### src/rtl/sgseq_pkg.sv
package sgseq_pkg;
  localparam int WORD_W      = 32;
  localparam int ENTRY_WORDS = 4;
  localparam int KEPT_WORDS  = 3;
  localparam int CNT_LSB     = 4;
  localparam int CNT_W       = 10;
  localparam int BURST_BIT   = 3;
  localparam int SRC_HOLD    = 30;
  localparam int DST_HOLD    = 31;

  typedef logic [WORD_W-1:0] word_t;
  typedef logic [CNT_W:0]    items_t;

  typedef enum logic [1:0] {
    PH_IDLE  = 2'd0,
    PH_FETCH = 2'd1,
    PH_EXEC  = 2'd2
  } phase_e;

  typedef enum logic [2:0] {
    ST_IDLE, ST_FADDR, ST_FDATA, ST_XCHK, ST_XRD, ST_XWR
  } state_e;

  function automatic logic [2:0] mode_of(word_t ctl);
    return ctl[2:0];
  endfunction

  function automatic items_t item_count(word_t ctl);
    return items_t'(ctl[CNT_LSB +: CNT_W]) + items_t'(1);
  endfunction

  function automatic word_t first_addr(word_t end_ptr, logic hold, items_t n);
    if (hold) return end_ptr;
    return end_ptr - (word_t'(n - items_t'(1)) << 2);
  endfunction

  function automatic logic mode_legal(logic [2:0] m);
    return (m != 3'd0) && (m != 3'd3);
  endfunction

  function automatic logic mode_chains(logic [2:0] m);
    return m[2];
  endfunction

  function automatic logic mode_waits(logic [2:0] m);
    return (m == 3'd1) || (m[2] && m[1]);
  endfunction

  function automatic word_t entry_addr(word_t base, word_t idx, logic [1:0] k);
    return base + (idx << 4) + (word_t'(k) << 2);
  endfunction
endpackage

### src/rtl/sg_desc_store.sv
module sg_desc_store
  import sgseq_pkg::*;
(
  input  logic       clk,
  input  logic       rst_n,
  input  logic       wr_en,
  input  logic [1:0] wr_sel,
  input  word_t      wr_data,
  output word_t      src_end,
  output word_t      dst_end,
  output word_t      ctl
);
  word_t slot_w [KEPT_WORDS];

  generate
    for (genvar g = 0; g < KEPT_WORDS; g++) begin : g_slot
      word_t q;
      always_ff @(posedge clk or negedge rst_n) begin
        if (!rst_n) q <= '0;
        else if (wr_en && (wr_sel == 2'(g))) q <= wr_data;
      end
      assign slot_w[g] = q;
    end
  endgenerate

  assign src_end = slot_w[0];
  assign dst_end = slot_w[1];
  assign ctl     = slot_w[2];
endmodule

### src/rtl/sg_prim_ctr.sv
module sg_prim_ctr
  import sgseq_pkg::*;
#(
  parameter int TASK_W = 8
) (
  input  logic              clk,
  input  logic              rst_n,
  input  logic              load,
  input  logic [TASK_W-1:0] total,
  input  logic              fetch_done,
  input  logic              next_task,
  output logic              list_empty,
  output logic [TASK_W-1:0] idx
);
  localparam int LEFT_W = TASK_W + 2;

  logic [LEFT_W-1:0] words_left;

  always_ff @(posedge clk or negedge rst_n) begin
    if (!rst_n) begin
      words_left <= '0;
      idx        <= '0;
    end else if (load) begin
      words_left <= {total, 2'b00};
      idx        <= '0;
    end else begin
      if (fetch_done) words_left <= words_left - LEFT_W'(ENTRY_WORDS);
      if (next_task)  idx        <= idx + TASK_W'(1);
    end
  end

  assign list_empty = (words_left == '0);

  assert_prim_step_R2: assert property (@(posedge clk) disable iff (!rst_n)
    fetch_done |=> words_left == $past(words_left) - LEFT_W'(ENTRY_WORDS));

  assert_no_underflow_R2: assert property (@(posedge clk) disable iff (!rst_n)
    fetch_done |-> words_left >= LEFT_W'(ENTRY_WORDS));
endmodule

### src/rtl/sg_copy_engine.sv
module sg_copy_engine
  import sgseq_pkg::*;
(
  input  logic   clk,
  input  logic   rst_n,
  input  logic   load,
  input  word_t  src_start,
  input  word_t  dst_start,
  input  logic   src_hold,
  input  logic   dst_hold,
  input  items_t n_items,
  input  logic   step,
  output word_t  src_addr,
  output word_t  dst_addr,
  output logic   last_item
);
  items_t rem_q;
  logic   src_hold_q, dst_hold_q;

  always_ff @(posedge clk or negedge rst_n) begin
    if (!rst_n) begin
      rem_q      <= '0;
      src_addr   <= '0;
      dst_addr   <= '0;
      src_hold_q <= 1'b0;
      dst_hold_q <= 1'b0;
    end else if (load) begin
      rem_q      <= n_items;
      src_addr   <= src_start;
      dst_addr   <= dst_start;
      src_hold_q <= src_hold;
      dst_hold_q <= dst_hold;
    end else if (step) begin
      rem_q <= rem_q - items_t'(1);
      if (!src_hold_q) src_addr <= src_addr + word_t'(4);
      if (!dst_hold_q) dst_addr <= dst_addr + word_t'(4);
    end
  end

  assign last_item = (rem_q == items_t'(1));

  assert_copy_live_R3: assert property (@(posedge clk) disable iff (!rst_n)
    step |-> rem_q != '0);

  assert_load_nonzero_R3: assert property (@(posedge clk) disable iff (!rst_n)
    load |-> n_items != '0);
endmodule

### src/rtl/sg_task_sequencer.sv
module sg_task_sequencer
  import sgseq_pkg::*;
#(
  parameter int TASK_W = 8
) (
  input  logic              clk,
  input  logic              rst_n,
  input  logic              start,
  input  logic [31:0]       list_base,
  input  logic [TASK_W-1:0] task_total,
  input  logic              req_single,
  input  logic              req_burst,
  output logic              mem_rd,
  output logic              mem_we,
  output logic [31:0]       mem_addr,
  output logic [31:0]       mem_wdata,
  input  logic [31:0]       mem_rdata,
  output logic              busy,
  output logic [1:0]        phase,
  output logic [TASK_W-1:0] task_idx,
  output logic              done,
  output logic              err
);
  state_e     state_q, state_d;
  logic [1:0] slot_q;
  word_t      base_q;
  logic       err_q, done_q;

  word_t       src_end, dst_end, ctl;
  word_t       src_addr, dst_addr;
  logic        last_item, list_empty;
  logic [TASK_W-1:0] idx;
  logic [2:0]  mode;
  items_t      n_items;
  logic        req_ok;

  // named events for the assertions and the state update
  logic ev_start_ok, ev_start_zero, ev_fetch_last, ev_mode_bad;
  logic ev_launch, ev_item, ev_task_end, ev_chain_next, ev_exhaust, ev_finish;

  assign mode    = mode_of(ctl);
  assign n_items = item_count(ctl);
  assign req_ok  = req_burst || (req_single && !ctl[BURST_BIT]);

  assign ev_start_ok   = (state_q == ST_IDLE) && start && (task_total != '0);
  assign ev_start_zero = (state_q == ST_IDLE) && start && (task_total == '0);
  assign ev_fetch_last = (state_q == ST_FDATA) && (slot_q == 2'd3);
  assign ev_mode_bad   = (state_q == ST_XCHK) && !mode_legal(mode);
  assign ev_launch     = (state_q == ST_XCHK) && mode_legal(mode) &&
                         (!mode_waits(mode) || req_ok);
  assign ev_item       = (state_q == ST_XWR);
  assign ev_task_end   = ev_item && last_item;
  assign ev_chain_next = ev_task_end && mode_chains(mode) && !list_empty;
  assign ev_exhaust    = ev_task_end && mode_chains(mode) && list_empty;
  assign ev_finish     = ev_task_end && !mode_chains(mode);

  sg_prim_ctr #(.TASK_W(TASK_W)) u_prim (
    .clk        (clk),
    .rst_n      (rst_n),
    .load       (ev_start_ok),
    .total      (task_total),
    .fetch_done (ev_fetch_last),
    .next_task  (ev_chain_next),
    .list_empty (list_empty),
    .idx        (idx)
  );

  sg_desc_store u_desc (
    .clk     (clk),
    .rst_n   (rst_n),
    .wr_en   (state_q == ST_FDATA),
    .wr_sel  (slot_q),
    .wr_data (mem_rdata),
    .src_end (src_end),
    .dst_end (dst_end),
    .ctl     (ctl)
  );

  sg_copy_engine u_copy (
    .clk       (clk),
    .rst_n     (rst_n),
    .load      (ev_launch),
    .src_start (first_addr(src_end, ctl[SRC_HOLD], n_items)),
    .dst_start (first_addr(dst_end, ctl[DST_HOLD], n_items)),
    .src_hold  (ctl[SRC_HOLD]),
    .dst_hold  (ctl[DST_HOLD]),
    .n_items   (n_items),
    .step      (ev_item),
    .src_addr  (src_addr),
    .dst_addr  (dst_addr),
    .last_item (last_item)
  );

  always_comb begin
    state_d = state_q;
    unique case (state_q)
      ST_IDLE:  if (ev_start_ok) state_d = ST_FADDR;
      ST_FADDR: state_d = ST_FDATA;
      ST_FDATA: state_d = ev_fetch_last ? ST_XCHK : ST_FADDR;
      ST_XCHK: begin
        if (ev_mode_bad)    state_d = ST_IDLE;
        else if (ev_launch) state_d = ST_XRD;
      end
      ST_XRD:   state_d = ST_XWR;
      ST_XWR: begin
        if (ev_chain_next)               state_d = ST_FADDR;
        else if (ev_exhaust || ev_finish) state_d = ST_IDLE;
        else                              state_d = ST_XRD;
      end
      default:  state_d = ST_IDLE;
    endcase
  end

  always_ff @(posedge clk or negedge rst_n) begin
    if (!rst_n) begin
      state_q <= ST_IDLE;
      slot_q  <= '0;
      base_q  <= '0;
      err_q   <= 1'b0;
      done_q  <= 1'b0;
    end else begin
      state_q <= state_d;
      done_q  <= ev_finish;
      if (ev_start_ok) begin
        base_q <= list_base;
        slot_q <= '0;
        err_q  <= 1'b0;
      end
      if (ev_start_zero || ev_mode_bad || ev_exhaust) err_q <= 1'b1;
      if (state_q == ST_FDATA) slot_q <= slot_q + 2'd1;
      if (ev_chain_next)       slot_q <= '0;
    end
  end

  always_comb begin
    mem_addr = '0;
    unique case (state_q)
      ST_FADDR: mem_addr = entry_addr(base_q, word_t'(idx), slot_q);
      ST_XRD:   mem_addr = src_addr;
      ST_XWR:   mem_addr = dst_addr;
      default:  mem_addr = '0;
    endcase
  end

  always_comb begin
    unique case (state_q)
      ST_IDLE:            phase = PH_IDLE;
      ST_FADDR, ST_FDATA: phase = PH_FETCH;
      default:            phase = PH_EXEC;
    endcase
  end

  assign mem_rd    = (state_q == ST_FADDR) || (state_q == ST_XRD);
  assign mem_we    = (state_q == ST_XWR);
  assign mem_wdata = mem_rdata;
  assign busy      = (state_q != ST_IDLE);
  assign task_idx  = idx;
  assign done      = done_q;
  assign err       = err_q;

  assert_idle_quiet_R1: assert property (@(posedge clk) disable iff (!rst_n)
    !busy |-> !mem_rd && !mem_we);

  assert_write_after_read_R3: assert property (@(posedge clk) disable iff (!rst_n)
    mem_we |-> $past(mem_rd));

  assert_idx_step_R4: assert property (@(posedge clk) disable iff (!rst_n)
    (busy && $past(busy) && (task_idx != $past(task_idx)))
      |-> task_idx == $past(task_idx) + TASK_W'(1));

  assert_done_stops_R5: assert property (@(posedge clk) disable iff (!rst_n)
    done |-> !busy && !err);

  assert_wait_no_launch_R6: assert property (@(posedge clk) disable iff (!rst_n)
    ((state_q == ST_XCHK) && mode_waits(mode) && !req_single && !req_burst)
      |=> !mem_rd);

  assert_err_stops_R8: assert property (@(posedge clk) disable iff (!rst_n)
    $rose(err) |-> !busy && !done);

  assert_start_ignored_R11: assert property (@(posedge clk) disable iff (!rst_n)
    (busy && start) |=> $stable(base_q));
endmodule

### config.mk
export PLATFORM = sky130hd
export DESIGN_NAME = sg_task_sequencer
export DESIGN_NICKNAME = d
export VERILOG_FILES = /design/src/rtl/sgseq_pkg.sv /design/src/rtl/sg_desc_store.sv /design/src/rtl/sg_prim_ctr.sv /design/src/rtl/sg_copy_engine.sv /design/src/rtl/sg_task_sequencer.sv
export SDC_FILE = /design/constraint.sdc
export NUM_CORES = 1
export LEC_CHECK = 0
export BUFFER_PORTS_ARGS = -buffer_cell sky130_fd_sc_hd__clkbuf_2
export CAP_MARGIN = 0
export CELL_PAD_IN_SITES_DETAIL_PLACEMENT = 0
export CELL_PAD_IN_SITES_GLOBAL_PLACEMENT = 1
export CORE_UTILIZATION = 45
export DETAILED_ROUTE_END_ITERATION = 12
export GPL_TIMING_DRIVEN = 0
export MAX_ROUTING_LAYER = met4
export PLACE_DENSITY = 0.87
export SETUP_SLACK_MARGIN = 0.1
export SYNTH_ARGS = -nofsm -noshare
export SYNTH_HDL_FRONTEND = slang
export SYNTH_SLANG_ARGS = --single-unit
### constraint.sdc
create_clock -name clk -period 6.2 [get_ports clk]
set_clock_uncertainty 0.15 [all_clocks]
set_input_delay 1.24 -clock clk [delete_from_list [all_inputs] [get_ports clk]]
set_output_delay 1.24 -clock clk [all_outputs]
set_load 0.01 [all_outputs]
==> results_dict.tcl, run 1 <==
set metrics [dict create \
    clkTransAtPathRegs_ns 0.06 \
    finalPower_mw 10.62 \
    worstPathMaxFanout 10 \
    vias 14173 \
    min_period_ns 5.695 \
    fmax_mhz 175.6 \
    placed_cell_area_mm2 0.01687 \
    route.met2.wl_mm 22.39 \
    syn-num-nets 1956 \
    synth_area_leader_cell "dfrtp_1" \
    ios 156 \
    grt_pass1_vias 13323 \
    synth.distinct_cells 80 \
    cp_slowest_stage_delay_ns 0.44 \
    wl_per_cell_um 20.00 \
    cts_tree "built" \
    cts.sinks 212 \
    yosys_warnings 0 \
    first_pass_iters 5 \
    synthFlopType "dfrtp_1" \
    clkLatencyLatePin_ns 0.56 \
    crit_type "reg2out" \
    cts-htree-levels 1 \
    syn_avg_cell_area_um2 8.599 \
    antenna_found_initial 0 \
    drive_above_1_share_pct 17.37 \
    fp.coreArea_mm2 0.03370 \
    grt_pass1_wl_mm 76.27 \
    areaGrowthSynthToFinish_pct 14.27 \
    hpwl_mm 37.95 \
    numCtsBuffers 25 \
    grt.total_usage_pct 28.37 \
    syn_inst 1799 \
    die_h_um 187.4 \
    synth-seq-area-share_pct 34.29 \
    synthTopCellsByCount "280 x nand2_1, 212 x dfrtp_1, 121 x nor2_1, 105 x a21oi_1, 91 x xnor2_1" \
    powerDensity_mw_per_mm2 600.5 \
    cts_root_buffer "clkbuf_16" \
    finalHoldViolCount 0 \
    vias_per_cell 5.780 \
    p_leak_nw 7.693 \
    place_congestion 0.9858 \
    syn-cell-area_mm2 0.01547 \
    initial_core_util_pct 45.90 \
    end_kind "primary output" \
    gr-total-overflow 0 \
    dieArea_mm2 0.03512 \
    hold_buffers 0 \
    nNetsFinal 2142 \
    n_antenna_cell 0 \
    path_buf_inv 2 \
    synth_area_leaders "dfrtp_1 34%, nand2_1 6.8%, ha_1 6.2%, mux2_2 5.3%, xnor2_1 5.2%" \
    design_area_mm2 0.01768 \
    outcome "finished clean" \
    cap_violations 0 \
    wl_met3_mm 2.810 \
    synth-edff-count 0 \
    cp-start-kind "flop" \
    holdWs_ns 0.3191 \
    cts_buffer_depth 3 \
    synth.top_cell.area_share_pct 34.29 \
    finalSetupTns_ns 0 \
    hold_path_class "reg2reg" \
    finalSetupViolations 0 \
    cp.required_ns 4.81 \
    slew_viol_final 0 \
    worst_slew_pin_slew_ns 1.016 \
    cp_top_family "compound AO/OA/AOI/OAI gates" \
    crit_top_cell "a21oi_1" \
    die_w_um 187.4 \
    crit_chain "ha_1 -> fa_1 -> a21o_1 -> a21oi_1 -> o21bai_1 -> a21oi_1 -> o21bai_1 -> a21oi_1 -> o21bai_1 -> a21oi_1 -> clkbuf_1 -> o31a_1 -> o21ai_0 -> a31oi_1 -> clkbuf_2" \
    portBuffers 155 \
    ant_nets 0 \
    rsz0062_at_grt "false" \
    arrival_ns 4.30 \
    routed_wl_mm 49.04 \
    maxSlewHeadroom_pct 31.65 \
    rows 67 \
    ys_seq_elements 212 \
    top_layer "met4" \
    grt_start_max_net_pins 92 \
    yosysMostFrequentCell "nand2_1" \
    post-cts-setup-buffer-count 0 \
    initialDrtViolationCount 1160 \
    drc 0 \
    async_reset_ff_share_pct 100.0 \
    ir_worst_vdd_v 0.0002533 \
    met1_length_mm 22.49 \
    critPathSlowestCell "dfrtp_1" \
    period_share_pct 91.85 \
]
layout make-up:
| cell class | instances | area (um^2) |
|---|---|---|
| tap | 448 | 560.5 |
| clock inverter | 13 | 96.34 |
| multi-input combinational | 1423 | 9405 |
| sequential | 212 | 5305 |
| fill | 3180 | 16020 |
| timing repair buffer | 157 | 839.6 |
| inverter | 42 | 161.4 |
| buffer | 122 | 603.1 |
| clock buffer | 33 | 695.7 |
| timing repair inverter | 2 | 10.01 |
registers in the layout, summed over array words and instances, names as in the netlist, 8 cells and up:
register and count:
u_copy.dst_addr 32, base_q 32, u_desc.dst_end 32, u_desc.ctl 16
u_copy.src_addr 32, u_desc.src_end 32, u_prim.words_left 8, u_copy.rem_q 11
u_prim.idx 8
layer usage:
metal  vias up  global-route usage [%]
met3        85                   2.702
met1      6830                   39.10
met2       470                   44.80
li1       6788                       -
met5         -                       -
met4         0                   7.161
report_power, final:
| group | internal, mW | switching [mW] |
|---|---|---|
| sequential | 2.05 | 0.760 |
| clock | 0.797 | 0.642 |
| combinational | 2.56 | 3.81 |
| total | 5.40 | 5.21 |
worst paths after layout:
path                       depth (start not counted)  slack, ns               from                    to
max                                               15       0.51          slot_q[0]          mem_addr[18]
min                                                2       0.32  u_desc.dst_end[0]    u_copy.dst_addr[0]
max reg2reg                                       19       0.61      u_desc.ctl[4]   u_copy.src_addr[28]
min reg2reg                                        2       0.32  u_desc.dst_end[0]    u_copy.dst_addr[0]
max in group asynchronous                          2       4.60              rst_n    u_desc.dst_end[17]
min in group asynchronous                          1       0.46              rst_n  u_prim.words_left[4]
logic make-up (layout without fill, tap and decap cells):
group | after synthesis | count (layout) | synth area share [%]
AOI/OAI and AO/OA | 419 | 419 | 18.12
xor gates and xnor gates | 145 | 145 | 8.258
adders and majority gates | 80 | 80 | 6.616
buffers and inverters | 164 | 369 | 4.909
DFF | 212 | 212 | 34.29
muxes | 104 | 104 | 7.320
and+or+nand+nor | 675 | 675 | 20.49
what timing repair did:
| item | CTS | global route |
|---|---|---|
| setup endpoints to repair | 2 | 3 |
| gates resized for setup | 1 | 2 |
| cloned | 1 | 1 |
worst min-delay path, stage by stage (launching register included):
cell and delay [ns]:
dfrtp_1 0.34, nand2_1 0.05, nand2_1 0.05
cells in the final DEF, fill, tap and decap left out, types with 34 or more instances in the layout:
master	synthesis	layout
o21ai_0	87	87
a21oi_1	105	105
inv_1	42	41
xor2_1	53	53
mux2_2	73	73
clkbuf_1	71	74
a21o_1	35	35
xnor2_1	91	91
clkbuf_2	0	155
buf_4	34	34
nand2_1	280	280
nor3_1	39	39
nand3_1	66	66
dfrtp_1	212	212
nor2_1	121	121
ha_1	77	77
stage by stage:
step | setup WS, ns | utilization (%) | std cells
5_1_grt | 0.1683 | 52.45 | 2452
2_1_floorplan | 1.176 | - | 1799
4_1_cts | 0.1942 | 52.44 | 2451
3_3_place_gp | -0.5498 | 49.87 | 2402
3_5_place_dp | 0.05438 | 50.06 | 2404
6_report | 0.5051 | 52.45 | 2452
Power figures use the tool's default switching activity.
==> run 2, diff against run 1 <==
Settings changed: CORE_UTILIZATION 45 to 42, PLACE_DENSITY 0.87 to 0.85.
Clock period 6.2 ns to 5.12 ns, I/O delays scaled along.
==> run 2 against run 1 <==
Setup slack worse by 0.23 ns; core utilization down 2.2 points; total power up 24%; sequential power up 21%; non-clock buffer count increased by 8; critical path depth unchanged; via count shrank 0.19%; clock-buffer cell count unchanged; register-to-register slack worse by 0.30 ns; sequential share of layout area is 0.63 points lower; critical endpoint is now mem_addr[28]; highest routed layer unchanged.
==> results_dict.tcl, run 2 (same netlist as run 1, synthesis figures left out) <==
set metrics [dict create \
    final_cells 2472 \
    p_sw_mw 6.399 \
    cts.sinks 212 \
    hold_end "u_copy.dst_addr[1]" \
    arrival_ns 3.68 \
    worst_slew_pin_slew_ns 1.087 \
    worstPathMaxFanout 5 \
    top_layer "met4" \
    grt_start_max_net_pins 112 \
    wl_met3_mm 2.701 \
    place_congestion 0.9547 \
    ir_worst_vdd_v 0.0003270 \
    crit_type "reg2out" \
    r2r-start "u_desc.ctl[4]" \
    intPower_mw 6.790 \
    finalSetupViolations 0 \
    first_pass_iters 5 \
    r2r_slack_ns 0.31 \
    route.met2.wl_mm 22.54 \
    final_common_cell "nand2_1" \
    wl_per_cell_um 20.35 \
    fp.coreArea_mm2 0.03591 \
    finalHoldViolCount 0 \
    hp-start "u_desc.dst_end[1]" \
    die_w_um 193.9 \
    hold_path_class "reg2reg" \
    most-common-layout-cells "280 x nand2_1, 210 x dfrtp_1, 152 x clkbuf_2, 121 x nor2_1, 96 x a21oi_1" \
    cts_buffer_depth 3 \
    cap_violations 0 \
    comb_power_share_pct 60.0 \
    cts-htree-levels 1 \
    powerDensity_mw_per_mm2 730.2 \
    fmax_mhz 206.2 \
    portBuffers 155 \
    gr-total-overflow 0 \
    drc 0 \
    initial_core_util_pct 43.07 \
    numCtsBuffers 25 \
    rows 69 \
    nNetsFinal 2150 \
    netSwitchingFraction_pct 48.52 \
    hpwl_mm 38.69 \
    min_period_ns 4.849 \
    grt_pass1_vias 13570 \
    finalSetupTns_ns 0 \
    clockPowerShare_pct 14.2 \
    rsz0062_at_grt "false" \
    ios 156 \
    met1_length_mm 23.79 \
    cp.required_ns 3.95 \
    clkLatencyLatePin_ns 0.56 \
    antenna_found_initial 0 \
    outcome "finished clean" \
    maxSlewHeadroom_pct 26.84 \
    areaGrowthSynthToFinish_pct 16.77 \
    min_path_cells 2 \
    drive_above_1_share_pct 19.44 \
    dieArea_mm2 0.03761 \
    vias_per_cell 5.722 \
    hold_buffers 0 \
    die_h_um 193.9 \
    reg2reg_depth 20 \
    ant_nets 0 \
    p_leak_nw 7.798 \
    period_share_pct 94.72 \
    initialDrtViolationCount 978 \
    vias 14146 \
    routed_wl_mm 50.31 \
    grt_pass1_wl_mm 78.55 \
    cts_tree "built" \
    n_antenna_cell 0 \
    end_kind "primary output" \
    slew_viol_final 0 \
    cts_root_buffer "clkbuf_16" \
    clkTransAtPathRegs_ns 0.07 \
    reg2reg_to "u_copy.dst_addr[27]" \
    seq_power_share_pct 25.8 \
    grt.total_usage_pct 27.30 \
    cp-start-kind "flop" \
    dp.cells 2416 \
]
-- run 2: changes by cell type in the layout (fill, tap and decap cells not counted), moves of 3 or more --
cell | previous run | this run
a21oi_2 | 1 | 9
a31oi_1 | 22 | 18
clkbuf_1 | 74 | 70
clkbuf_2 | 155 | 152
a31oi_2 | 0 | 4
a21oi_1 | 105 | 96
buf_4 | 34 | 42
clkbuf_8 | 5 | 9
-- run 2: worst max-delay path by stage --
stage                                to  depth (start not counted)  slack (ns)          start
finish                     mem_addr[28]                         15        0.27      slot_q[0]
floorplan           u_copy.src_addr[30]                         19        0.13  u_desc.ctl[4]
global placement     u_desc.dst_end[23]                          1       -1.41          rst_n
CTS                 u_copy.src_addr[28]                         21         0.1  u_desc.ctl[4]
detailed placement  u_copy.src_addr[28]                         19       -0.91  u_desc.ctl[4]
global route        u_copy.dst_addr[25]                         20        0.06  u_desc.ctl[4]
-- run 2: metal layers --
layer	up-vias	track usage (%)
met5	-	-
met4	0	6.878
met3	79	2.731
met2	467	42.40
met1	6804	38.12
li1	6796	-
-- run 2: layout make-up --
cell class / count / area (um^2)
fill: 3495 / 17850
multi-input combinational: 1423 / 9628
sequential: 212 / 5308
timing repair buffer: 166 / 899.6
clock buffer: 33 / 715.7
buffer: 121 / 620.6
tap: 461 / 576.8
inverter: 42 / 161.4
clock inverter: 12 / 138.9
timing repair inverter: 2 / 15.01
-- run 2: through the flow --
step	total power [mW]	util [%]	hold slack, ns	area, um^2	setup WS (ns)
after CTS	12.87	49.65	0.3276	17830	0.09659
after detailed placement	10.92	47.01	0.3133	16880	-0.9081
final	13.19	50.30	0.3214	18060	0.2705
after global placement	10.76	46.91	0.3023	16850	-1.406
after global routing	14.15	50.30	0.3584	18060	0.06294
after floorplan	8.632	-	0.2848	15490	0.1324
-- run 2: critical path: stages (launching register included) --
cell,delay (ns)
dfrtp_2,0.44
ha_1,0.24
fa_2,0.36
a21o_1,0.18
a21oi_2,0.16
o21bai_1,0.10
a21oi_2,0.18
o21bai_1,0.10
a21oi_2,0.17
o21bai_1,0.10
a21oi_2,0.23
buf_4,0.17
nor3_1,0.05
a211o_1,0.27
a31oi_1,0.18
clkbuf_2,0.18
-- run 2: power by group through the flow --
stage	clock, mW	sequential, mW	combinational, mW
CTS	1.90	3.38	7.59
floorplan	0	3.06	5.58
finish	1.87	3.40	7.91
global route	1.97	3.51	8.68
global placement	0	3.37	7.39
detailed placement	0	3.40	7.52
-- run 2: repair_timing --
item | in CTS | in global routing
gates resized for setup | 15 | 35
setup endpoints to repair | 51 | 49
pin swaps | 2 | 10
cloned | 2 | 1
setup buffers | 4 | 5
==> run 3, diff against run 2 <==
Settings changed: CORE_MARGIN set to 4, PLACE_DENSITY 0.85 to 0.84, SYNTH_HIERARCHICAL set to 1.
==> run 3 against run 2 <==
Setup slack lost 0.0096 ns; core utilization shrank 0.38 points; clock-buffer cell count grew 2; critical endpoint is now mem_addr[22].
==> results_dict.tcl, run 3 <==
set metrics [dict create \
    ios 156 \
    worstPathMaxFanout 6 \
    cts_buffer_depth 3 \
    finalHoldViolCount 0 \
    design_area_mm2 0.01828 \
    fmax_mhz 205.8 \
    slew_viol_final 0 \
    cp-start-kind "flop" \
    rows 70 \
    clkTransAtPathRegs_ns 0.06 \
    syn-num-nets 1886 \
    hold_path_class "in2async" \
    grt_start_max_net_pins 91 \
    placed_cell_area_mm2 0.01715 \
    drc 0 \
    cp.required_ns 3.95 \
    maxSlewHeadroom_pct 19.02 \
    place_congestion 0.9070 \
    hold_buffers 0 \
    routed_wl_mm 48.77 \
    die_w_um 200.7 \
    initial_core_util_pct 42.60 \
    drive_above_1_share_pct 23.83 \
    fp.coreArea_mm2 0.03661 \
    syn_inst 1732 \
    clkLatencyLatePin_ns 0.57 \
    outcome "finished clean" \
    cts-htree-levels 1 \
    areaGrowthSynthToFinish_pct 17.19 \
    min_period_ns 4.859 \
    rsz0062_at_grt "true" \
    period_share_pct 94.90 \
    end_kind "primary output" \
    ir_worst_vdd_v 0.0003159 \
    die_h_um 200.7 \
    most-common-layout-cells "209 x dfrtp_1, 178 x nand2_1, 154 x clkbuf_2, 125 x mux2_2, 111 x o21ai_0" \
    powerDensity_mw_per_mm2 728.2 \
    final_common_cell "dfrtp_1" \
    grt_pass1_wl_mm 76.09 \
    p_leak_nw 7.638 \
    initialDrtViolationCount 997 \
    numCtsBuffers 27 \
    gr-total-overflow 0 \
    finalSetupViolations 0 \
    hpwl_mm 37.62 \
    syn-cell-area_mm2 0.01559 \
    arrival_ns 3.69 \
    syn_avg_cell_area_um2 9.004 \
    wl_per_cell_um 20.19 \
    portBuffers 155 \
    crit_type "reg2out" \
    cts.sinks 212 \
    antenna_found_initial 1 \
    ant_nets 0 \
    finalSetupTns_ns 0 \
    cts_root_buffer "clkbuf_16" \
    vias 14024 \
    dieArea_mm2 0.04028 \
    nNetsFinal 2080 \
    grt_pass1_vias 13465 \
    cap_violations 0 \
    worst_slew_pin_slew_ns 1.204 \
    first_pass_iters 5 \
    cts_tree "built" \
    yosys_warnings 6 \
    vias_per_cell 5.805 \
    grt.total_usage_pct 23.84 \
]
[run 3: through the flow]
stage / worst slack (ns) / hold WS, ns / util (%) / total power [mW] / std cells
2_1_floorplan: -0.1154 / 0.3236 / - / 8.819 / 1732
4_1_cts: 0.1123 / 0.2654 / 49.57 / 13.13 / 2413
5_1_grt: 0.03572 / 0.2911 / 49.92 / 14.32 / 2416
6_report: 0.2610 / 0.2660 / 49.92 / 13.31 / 2416
3_5_place_dp: -0.2199 / 0.3432 / 46.86 / 11.02 / 2359
3_3_place_gp: -1.802 / 0.3337 / 46.60 / 10.84 / 2355
[run 3: path summary, 6_finish.rpt]
path / startpoint / endpoint / slack, ns / cells past startpoint
worst max-delay path: slot_q[0] / mem_addr[22] / 0.26 / 14
worst min-delay path: rst_n / base_q[1] / 0.27 / 1
worst max register to register: u_desc/ctl[4] / u_copy/dst_addr[31] / 0.27 / 20
worst min register to register: u_desc/ctl[7] / u_desc/ctl[7] / 0.35 / 1
max in group asynchronous: rst_n / u_desc/src_end[21] / 3.70 / 2
min in group clk: u_desc/ctl[7] / u_desc/ctl[7] / 0.35 / 1
[run 3: routing by layer]
metal	wire, um	global-route usage [%]
met1	22650	33.17
met2	21920	37.07
met3	2775	3.183
met4	1419	6.096
met5	0	-
[run 3: timing repair]
action	CTS	global route
resized for setup	7	25
pin swaps	3	4
setup endpoints to repair	26	36
buffers inserted	4	3
[run 3: power breakdown]
part | leakage [nW] | internal (mW) | switching, mW
clock | 0.455 | 1.22 | 0.808
combinational | 4.67 | 3.38 | 4.41
sequential | 2.51 | 2.49 | 0.994
[run 3: critical path: stages (launching register included)]
cell      delay, ns
dfrtp_2        0.43
ha_1           0.23
fa_1           0.41
a21o_1         0.19
a21oi_2        0.19
o21bai_1       0.10
a21oi_2        0.17
o21bai_1       0.10
a21oi_2        0.25
o21bai_4       0.14
and3_4         0.22
xor2_2         0.20
a22oi_1        0.12
nor2_1         0.19
clkbuf_2       0.17
[run 3: cell type report]
cell class	count	area, um^2
Antenna cell	1	2.502
Buffer	113	656.9
Clock buffer	35	735.7
Clock inverter	15	201.4
Fill cell	3420	18340
Inverter	52	195.2
Multi-Input combinational cell	1354	9667
Sequential cell	212	5309
Tap cell	468	585.6
Timing Repair Buffer	166	922.1
